==> src/rtl/tmr_cap_pkg.sv <==
package tmr_cap_pkg;

    // Seven divided-clock choices; select code NUM_DIV picks the external tick
    localparam int unsigned NUM_DIV  = 7;
    localparam logic [2:0]  CSEL_EXT = 3'(NUM_DIV);

    typedef enum logic [1:0] {
        EDGE_OFF  = 2'b00,
        EDGE_FALL = 2'b01,
        EDGE_RISE = 2'b10,
        EDGE_ANY  = 2'b11
    } edge_mode_e;

    typedef enum logic [1:0] {
        ADDR_CTRL  = 2'd0,
        ADDR_DATA  = 2'd1,
        ADDR_FLAG  = 2'd2,
        ADDR_SPARE = 2'd3
    } reg_addr_e;

    // Control register layout, MSB first
    typedef struct packed {
        edge_mode_e edge_mode;   // [7:6]
        logic [2:0] clk_sel;     // [5:3]
        logic       cap_mode;    // [2]
        logic       clr_rsvd;    // [1] write strobe, never stored
        logic       run;         // [0]
    } ctrl_t;

    typedef struct packed {
        logic edge_hit;          // [1]
        logic tmr_hit;           // [0]
    } irq_t;

    typedef enum logic [1:0] {
        CNT_HOLD,
        CNT_ZERO,
        CNT_INC,
        CNT_SNAP
    } cnt_op_e;

    // log2 of the division ratio for each divided-clock select code
    function automatic int unsigned div_shift(int unsigned sel);
        case (sel)
            0:       return 1;
            1:       return 2;
            2:       return 3;
            3:       return 5;
            4:       return 7;
            5:       return 9;
            default: return 11;
        endcase
    endfunction

    function automatic logic edge_match(edge_mode_e mode, logic cur, logic prv);
        case (mode)
            EDGE_FALL: return prv & ~cur;
            EDGE_RISE: return cur & ~prv;
            EDGE_ANY:  return cur ^ prv;
            default:   return 1'b0;
        endcase
    endfunction

endpackage

==> src/rtl/tmr_cap_prescaler.sv <==
module tmr_cap_prescaler
    import tmr_cap_pkg::*;
#(
    parameter int unsigned PRE_W = 11
) (
    input  logic       clk,
    input  logic       rst,
    input  logic [2:0] clk_sel,
    input  logic       ext_tick,
    output logic       tick
);

    logic [PRE_W-1:0]   pre_q;
    logic [NUM_DIV:0]   tap;

    always_ff @(posedge clk) begin
        if (rst) pre_q <= '0;
        else     pre_q <= pre_q + 1'b1;
    end

    // One tap per divided clock: high on the last cycle of each period
    for (genvar g = 0; g < NUM_DIV; g++) begin : g_tap
        localparam int unsigned SH_RAW = div_shift(g);
        localparam int unsigned SH     = (SH_RAW > PRE_W) ? PRE_W : SH_RAW;
        assign tap[g] = &pre_q[SH-1:0];
    end
    assign tap[NUM_DIV] = ext_tick;

    assign tick = tap[clk_sel];

endmodule

==> src/rtl/tmr_cap_edge.sv <==
module tmr_cap_edge
    import tmr_cap_pkg::*;
#(
    parameter int unsigned SYNC_N = 2
) (
    input  logic       clk,
    input  logic       rst,
    input  logic       pin,
    input  edge_mode_e mode,
    output logic       hit
);

    logic [SYNC_N-1:0] sync_q;
    logic              last_q;

    always_ff @(posedge clk) begin
        if (rst) begin
            sync_q <= '0;
            last_q <= 1'b0;
        end else begin
            sync_q <= {sync_q[SYNC_N-2:0], pin};
            last_q <= sync_q[SYNC_N-1];
        end
    end

    assign hit = edge_match(mode, sync_q[SYNC_N-1], last_q);

endmodule

==> src/rtl/tmr_cap_core.sv <==
module tmr_cap_core
    import tmr_cap_pkg::*;
#(
    parameter int unsigned CNT_W = 8
) (
    input  logic             clk,
    input  logic             rst,
    input  logic             run,
    input  logic             cap_mode,
    input  logic             tick,
    input  logic             hit,
    input  logic             clr,
    input  logic             cmp_we,
    input  logic [CNT_W-1:0] cmp_wdata,
    output logic [CNT_W-1:0] cnt_q,
    output logic [CNT_W-1:0] cap_q,
    output logic [CNT_W-1:0] cmp_q,
    output logic             match_pulse
);

    logic    at_cmp;
    logic    step_en;
    cnt_op_e op;

    assign at_cmp      = (cnt_q == cmp_q);
    assign step_en     = run & tick;
    assign match_pulse = step_en & at_cmp;

    // Priority: software clear, then capture edge, then count tick
    always_comb begin
        if (clr)                     op = CNT_ZERO;
        else if (cap_mode && hit)    op = CNT_SNAP;
        else if (step_en)            op = (!cap_mode && at_cmp) ? CNT_ZERO : CNT_INC;
        else                         op = CNT_HOLD;
    end

    always_ff @(posedge clk) begin
        if (rst) begin
            cnt_q <= '0;
            cap_q <= '0;
            cmp_q <= '0;
        end else begin
            if (cmp_we) cmp_q <= cmp_wdata;
            case (op)
                CNT_ZERO: cnt_q <= '0;
                CNT_INC:  cnt_q <= cnt_q + 1'b1;
                CNT_SNAP: begin
                    cap_q <= cnt_q;
                    cnt_q <= '0;
                end
                default:  cnt_q <= cnt_q;
            endcase
        end
    end

endmodule

==> src/rtl/tmr_capture_timer.sv <==
module tmr_capture_timer
    import tmr_cap_pkg::*;
#(
    parameter int unsigned CNT_W  = 8,
    parameter int unsigned PRE_W  = 11,
    parameter int unsigned SYNC_N = 2
) (
    input  logic             clk,
    input  logic             rst,
    input  logic             ext_tick,
    input  logic             cap_in,
    input  logic             bus_wr,
    input  logic [1:0]       bus_addr,
    input  logic [CNT_W-1:0] bus_wdata,
    output logic [CNT_W-1:0] bus_rdata,
    output logic             tmr_irq,
    output logic             edge_irq
);

    ctrl_t            ctrl_q;
    ctrl_t            ctrl_d;
    irq_t             flag_q;
    logic             wr_ctrl;
    logic             wr_data;
    logic             wr_flag;
    logic             clr_w;
    logic             tick_w;
    logic             hit_w;
    logic             match_w;
    logic [CNT_W-1:0] cnt_w;
    logic [CNT_W-1:0] cap_w;
    logic [CNT_W-1:0] cmp_w;

    assign wr_ctrl = bus_wr && (reg_addr_e'(bus_addr) == ADDR_CTRL);
    assign wr_data = bus_wr && (reg_addr_e'(bus_addr) == ADDR_DATA);
    assign wr_flag = bus_wr && (reg_addr_e'(bus_addr) == ADDR_FLAG);
    assign clr_w   = wr_ctrl && bus_wdata[1];

    always_comb begin
        ctrl_d          = ctrl_t'(bus_wdata[7:0]);
        ctrl_d.clr_rsvd = 1'b0;
    end

    always_ff @(posedge clk) begin
        if (rst)          ctrl_q <= '0;
        else if (wr_ctrl) ctrl_q <= ctrl_d;
    end

    tmr_cap_prescaler #(.PRE_W(PRE_W)) u_pre (
        .clk      (clk),
        .rst      (rst),
        .clk_sel  (ctrl_q.clk_sel),
        .ext_tick (ext_tick),
        .tick     (tick_w)
    );

    tmr_cap_edge #(.SYNC_N(SYNC_N)) u_edge (
        .clk  (clk),
        .rst  (rst),
        .pin  (cap_in),
        .mode (ctrl_q.edge_mode),
        .hit  (hit_w)
    );

    tmr_cap_core #(.CNT_W(CNT_W)) u_core (
        .clk         (clk),
        .rst         (rst),
        .run         (ctrl_q.run),
        .cap_mode    (ctrl_q.cap_mode),
        .tick        (tick_w),
        .hit         (hit_w),
        .clr         (clr_w),
        .cmp_we      (wr_data),
        .cmp_wdata   (bus_wdata),
        .cnt_q       (cnt_w),
        .cap_q       (cap_w),
        .cmp_q       (cmp_w),
        .match_pulse (match_w)
    );

    // Sticky flags; a set event wins over a same-cycle clear
    always_ff @(posedge clk) begin
        if (rst) begin
            flag_q <= '0;
        end else begin
            flag_q.tmr_hit  <= match_w | (flag_q.tmr_hit  & ~(wr_flag & bus_wdata[0]));
            flag_q.edge_hit <= hit_w   | (flag_q.edge_hit & ~(wr_flag & bus_wdata[1]));
        end
    end

    assign tmr_irq  = flag_q.tmr_hit;
    assign edge_irq = flag_q.edge_hit;

    always_comb begin
        case (reg_addr_e'(bus_addr))
            ADDR_CTRL: bus_rdata = CNT_W'(ctrl_q);
            ADDR_DATA: bus_rdata = ctrl_q.cap_mode ? cap_w : cnt_w;
            ADDR_FLAG: bus_rdata = CNT_W'(flag_q);
            default:   bus_rdata = '0;
        endcase
    end

endmodule

==> config.mk <==
export PLATFORM = sky130hd
export DESIGN_NAME = tmr_capture_timer
export DESIGN_NICKNAME = d
export VERILOG_FILES = /design/src/rtl/tmr_cap_pkg.sv /design/src/rtl/tmr_cap_prescaler.sv /design/src/rtl/tmr_cap_edge.sv /design/src/rtl/tmr_cap_core.sv /design/src/rtl/tmr_capture_timer.sv
export SDC_FILE = /design/constraint.sdc
export NUM_CORES = 1
export LEC_CHECK = 0
export CORE_MARGIN = 2
export CORE_UTILIZATION = 30
export CTS_CLUSTER_SIZE = 40
export DETAILED_ROUTE_END_ITERATION = 8
export MAX_ROUTING_LAYER = met4
export SLEW_MARGIN = 10
export SYNTH_ARGS = -nofsm -noshare
export SYNTH_HDL_FRONTEND = slang
export SYNTH_SLANG_ARGS = --single-unit
==> constraint.sdc <==
create_clock -name clk -period 2.5 [get_ports clk]
set_clock_uncertainty 0.05 [all_clocks]
set_input_delay 0.625 -clock clk [delete_from_list [all_inputs] [get_ports clk]]
set_output_delay 0.625 -clock clk [all_outputs]
set_load 0.1 [all_outputs]
==> results_dict.tcl <==
set metrics [dict create \
    status "finished, final reports clean" \
    dr.pass1.iters 4 \
    synth-simple-area-share_pct 20.8 \
    syn_nets 267 \
    clk_path_buf_depth 2 \
    fp.dieH_um 91.0 \
    design.die.area_sq_um 8270 \
    synth_ff_type "dfxtp_1" \
    pre_cts_ws_ps -87.2 \
    synthesis.area_sq_um 2270 \
    hold_depth 1 \
    setup_slack_ps 38.5 \
    p_leak_nw 1.07 \
    finalMaxSlewViolations 0 \
    yosys-top-cells-area "dfxtp_1 (41%), mux2i_1 (13%), nor2_1 (8.1%)" \
    drive_gt1_share_pct 19.6 \
    hold_viol_final 0 \
    area_delta_synth_final_pct 33.1 \
    ys_seq_elements 47 \
    start_util_pct 31.1 \
    portBuffers 24 \
    worst-path-buf-inv 3 \
    slowest_stage "clkdlybuf4s50_1" \
    path_class "primary input to output port" \
    grt_pass1_vias 1815 \
    drc_errors 0 \
    synth_common_cells "nor2_1 (49), dfxtp_1 (47), mux2i_1 (30)" \
    critical_path.top_delay_family "buffers and inverters" \
    synthXorXnorAreaFrac_pct 7.34 \
    max_freq_mhz 406 \
    antenna_found_initial 0 \
    crit_arrival_ps 1790 \
    ys_async_sr_fraction_pct 0 \
    root_buffer "clkbuf_8" \
    antenna_left 0 \
    worst_slew_pin_slew_ps 653 \
    htree_levels 2 \
    ir_drop_mv 0.194 \
    grt_pass1_wl_um 8880 \
    hold_path_class "flop to flop" \
    crit_required_ps 1820 \
    numClockSinks 47 \
    ys_seq_area_share_pct 41.5 \
    synth_cells 245 \
    num_vias 1853 \
    grt_setup_unrepaired "no" \
    post-route-util_pct 41.4 \
    synth_compound_area_share_pct 8.77 \
    setup_viol 0 \
    endpoint_kind "output port" \
    ys_types 36 \
    ios 25 \
    clkTransAtPathRegs_ps 90 \
    power_density_nw_per_um2 496 \
    drtIter0Drc 107 \
    synth_top_family_by_area "simple AND/OR/NAND/NOR gates" \
    crit_fanout 6 \
    cts_tree "done" \
    die_w_um 91.0 \
    slew_headroom_pct 56.0 \
    cts_inserted_buffers 5 \
    wl_per_cell_um 14.5 \
    core_sq_um 7290 \
    path_depth 4 \
    cts_hold_buf 0 \
    synth-adder-area-share_pct 3.86 \
    placementRows 31 \
    drt-total-wl_um 5510 \
    grt_usage_pct 13.8 \
    routed_via_density 4.89 \
    clock_latency_ps 310 \
    fillers 726 \
    cap_violations 0 \
    synthMuxAreaShare_pct 14.7 \
    place.gp.congestion 0.772 \
    ys_warn_count 0 \
    ff2ff_path_depth 10 \
    start_kind "primary input" \
    finalCritPeriodShare_pct 98.5 \
    grt_start_max_net_pins 40 \
    hpwlAfterDp_um 3880 \
    crit_chain "clkdlybuf4s50_1, buf_4, a211oi_4, buf_12" \
    synth_area_leader_cell "dfxtp_1" \
    period_minus_slack_ps 2460 \
    n_antenna_cell 0 \
    synth_top_area_share_pct 41.5 \
    crit_path_max_incr_delay_ps 440 \
    fin_nets 301 \
    synth_edf_count 0 \
    yosysMostFrequentCell "nor2_1" \
    avgSynthCellArea_sq_um 9.26 \
    grt_overflow 0 \
]
## worst paths after layout
check,slack [ps],endpoint,from
worst max register to register,120,u_core.cnt_q[6],u_pre.pre_q[1]
worst min-delay path,400,u_edge.sync_q[1],u_edge.sync_q[0]
worst min register to register,400,u_edge.sync_q[1],u_edge.sync_q[0]
worst max-delay path,40,bus_rdata[5],bus_addr[1]
## power by group
| group | internal [mW] | switching [mW] |
|---|---|---|
| clock | 0.252 | 0.262 |
| combinational | 0.0903 | 0.112 |
| sequential | 0.763 | 0.0174 |
| total | 1.11 | 0.391 |
## metal layers
metal / track usage, % / wire, um / vias up
met5: - / 0 / -
met4: 5.68 / 155 / 0
met3: 3.32 / 255 / 13
met2: 21.6 / 2520 / 40
met1: 17.1 / 2580 / 894
li1: - / - / 906
## state kept, by name, summed over array words and instances (netlist names)
name,flops
u_pre.pre_q,11
u_core.cap_q,8
u_core.cmp_q,8
u_core.cnt_q,8
ctrl_q,7
u_edge.sync_q,2
edge_irq,1
tmr_irq,1
u_edge.last_q,1
## worst register-to-register path: stages (launching register included)
cell,delay [ps]
dfxtp_1,330
ha_1,230
nand3_2,110
inv_1,60
ha_1,170
mux4_2,470
o22a_4,270
nand4_4,150
a31oi_4,130
a31o_1,240
a21oi_2,110
## stage by stage
| stage | hold slack [ps] | cell area [sq um] | setup TNS [ps] | power, mW | std cells |
|---|---|---|---|---|---|
| after floorplan | 364 | 2360 | 0 | 0.911 | 245 |
| after global placement | 370 | 2870 | -422 | 0.992 | 368 |
| after detailed placement | 377 | 2870 | -541 | 0.994 | 368 |
| after CTS | 406 | 2980 | 0 | 1.50 | 376 |
| after global routing | 423 | 3020 | 0 | 1.57 | 379 |
| final | 400 | 3020 | 0 | 1.50 | 379 |
## cells by family (layout without fill, tap and decap cells)
logic type / Yosys count / count (layout)
AND/OR/NAND/NOR: 96 / 97
multiplexers: 32 / 32
flip-flops: 47 / 47
XOR/XNOR: 19 / 19
adder cells (fa/ha/maj): 7 / 7
AO/OA/AOI/OAI: 26 / 26
buffers and inverters: 18 / 52
## what timing repair did
item,in CTS,in global routing
setup buffers,0,2
endpoints found under the setup margin,7,8
cloned,0,1
pin swaps,1,2
resized for setup,2,3
## final cells by class
class	instances	area, sq um	area share [%]
Sequential cell	47	942	31.2
Inverter	6	22.5	0.746
Tap cell	99	124	4.10
Clock buffer	7	96.3	3.19
Timing Repair Buffer	38	444	14.7
Multi-Input combinational cell	181	1380	45.8
Clock inverter	1	7.51	0.249
## placed cells by master, fill, tap and decap left out, types with 3 or more instances in the layout
cell type	instances
ha_1	7
dfxtp_1	46
inv_1	6
xnor2_1	14
buf_4	14
nor2_1	49
nand3_1	8
nand3b_1	5
o21ai_0	4
a211oi_4	5
nand4_1	7
a21oi_1	3
clkbuf_8	7
nor2b_1	8
clkdlybuf4s50_1	13
a31oi_1	3
mux2i_1	30
nand2_1	8
xor2_1	5
buf_12	10
Power figures use the tool's default switching activity.
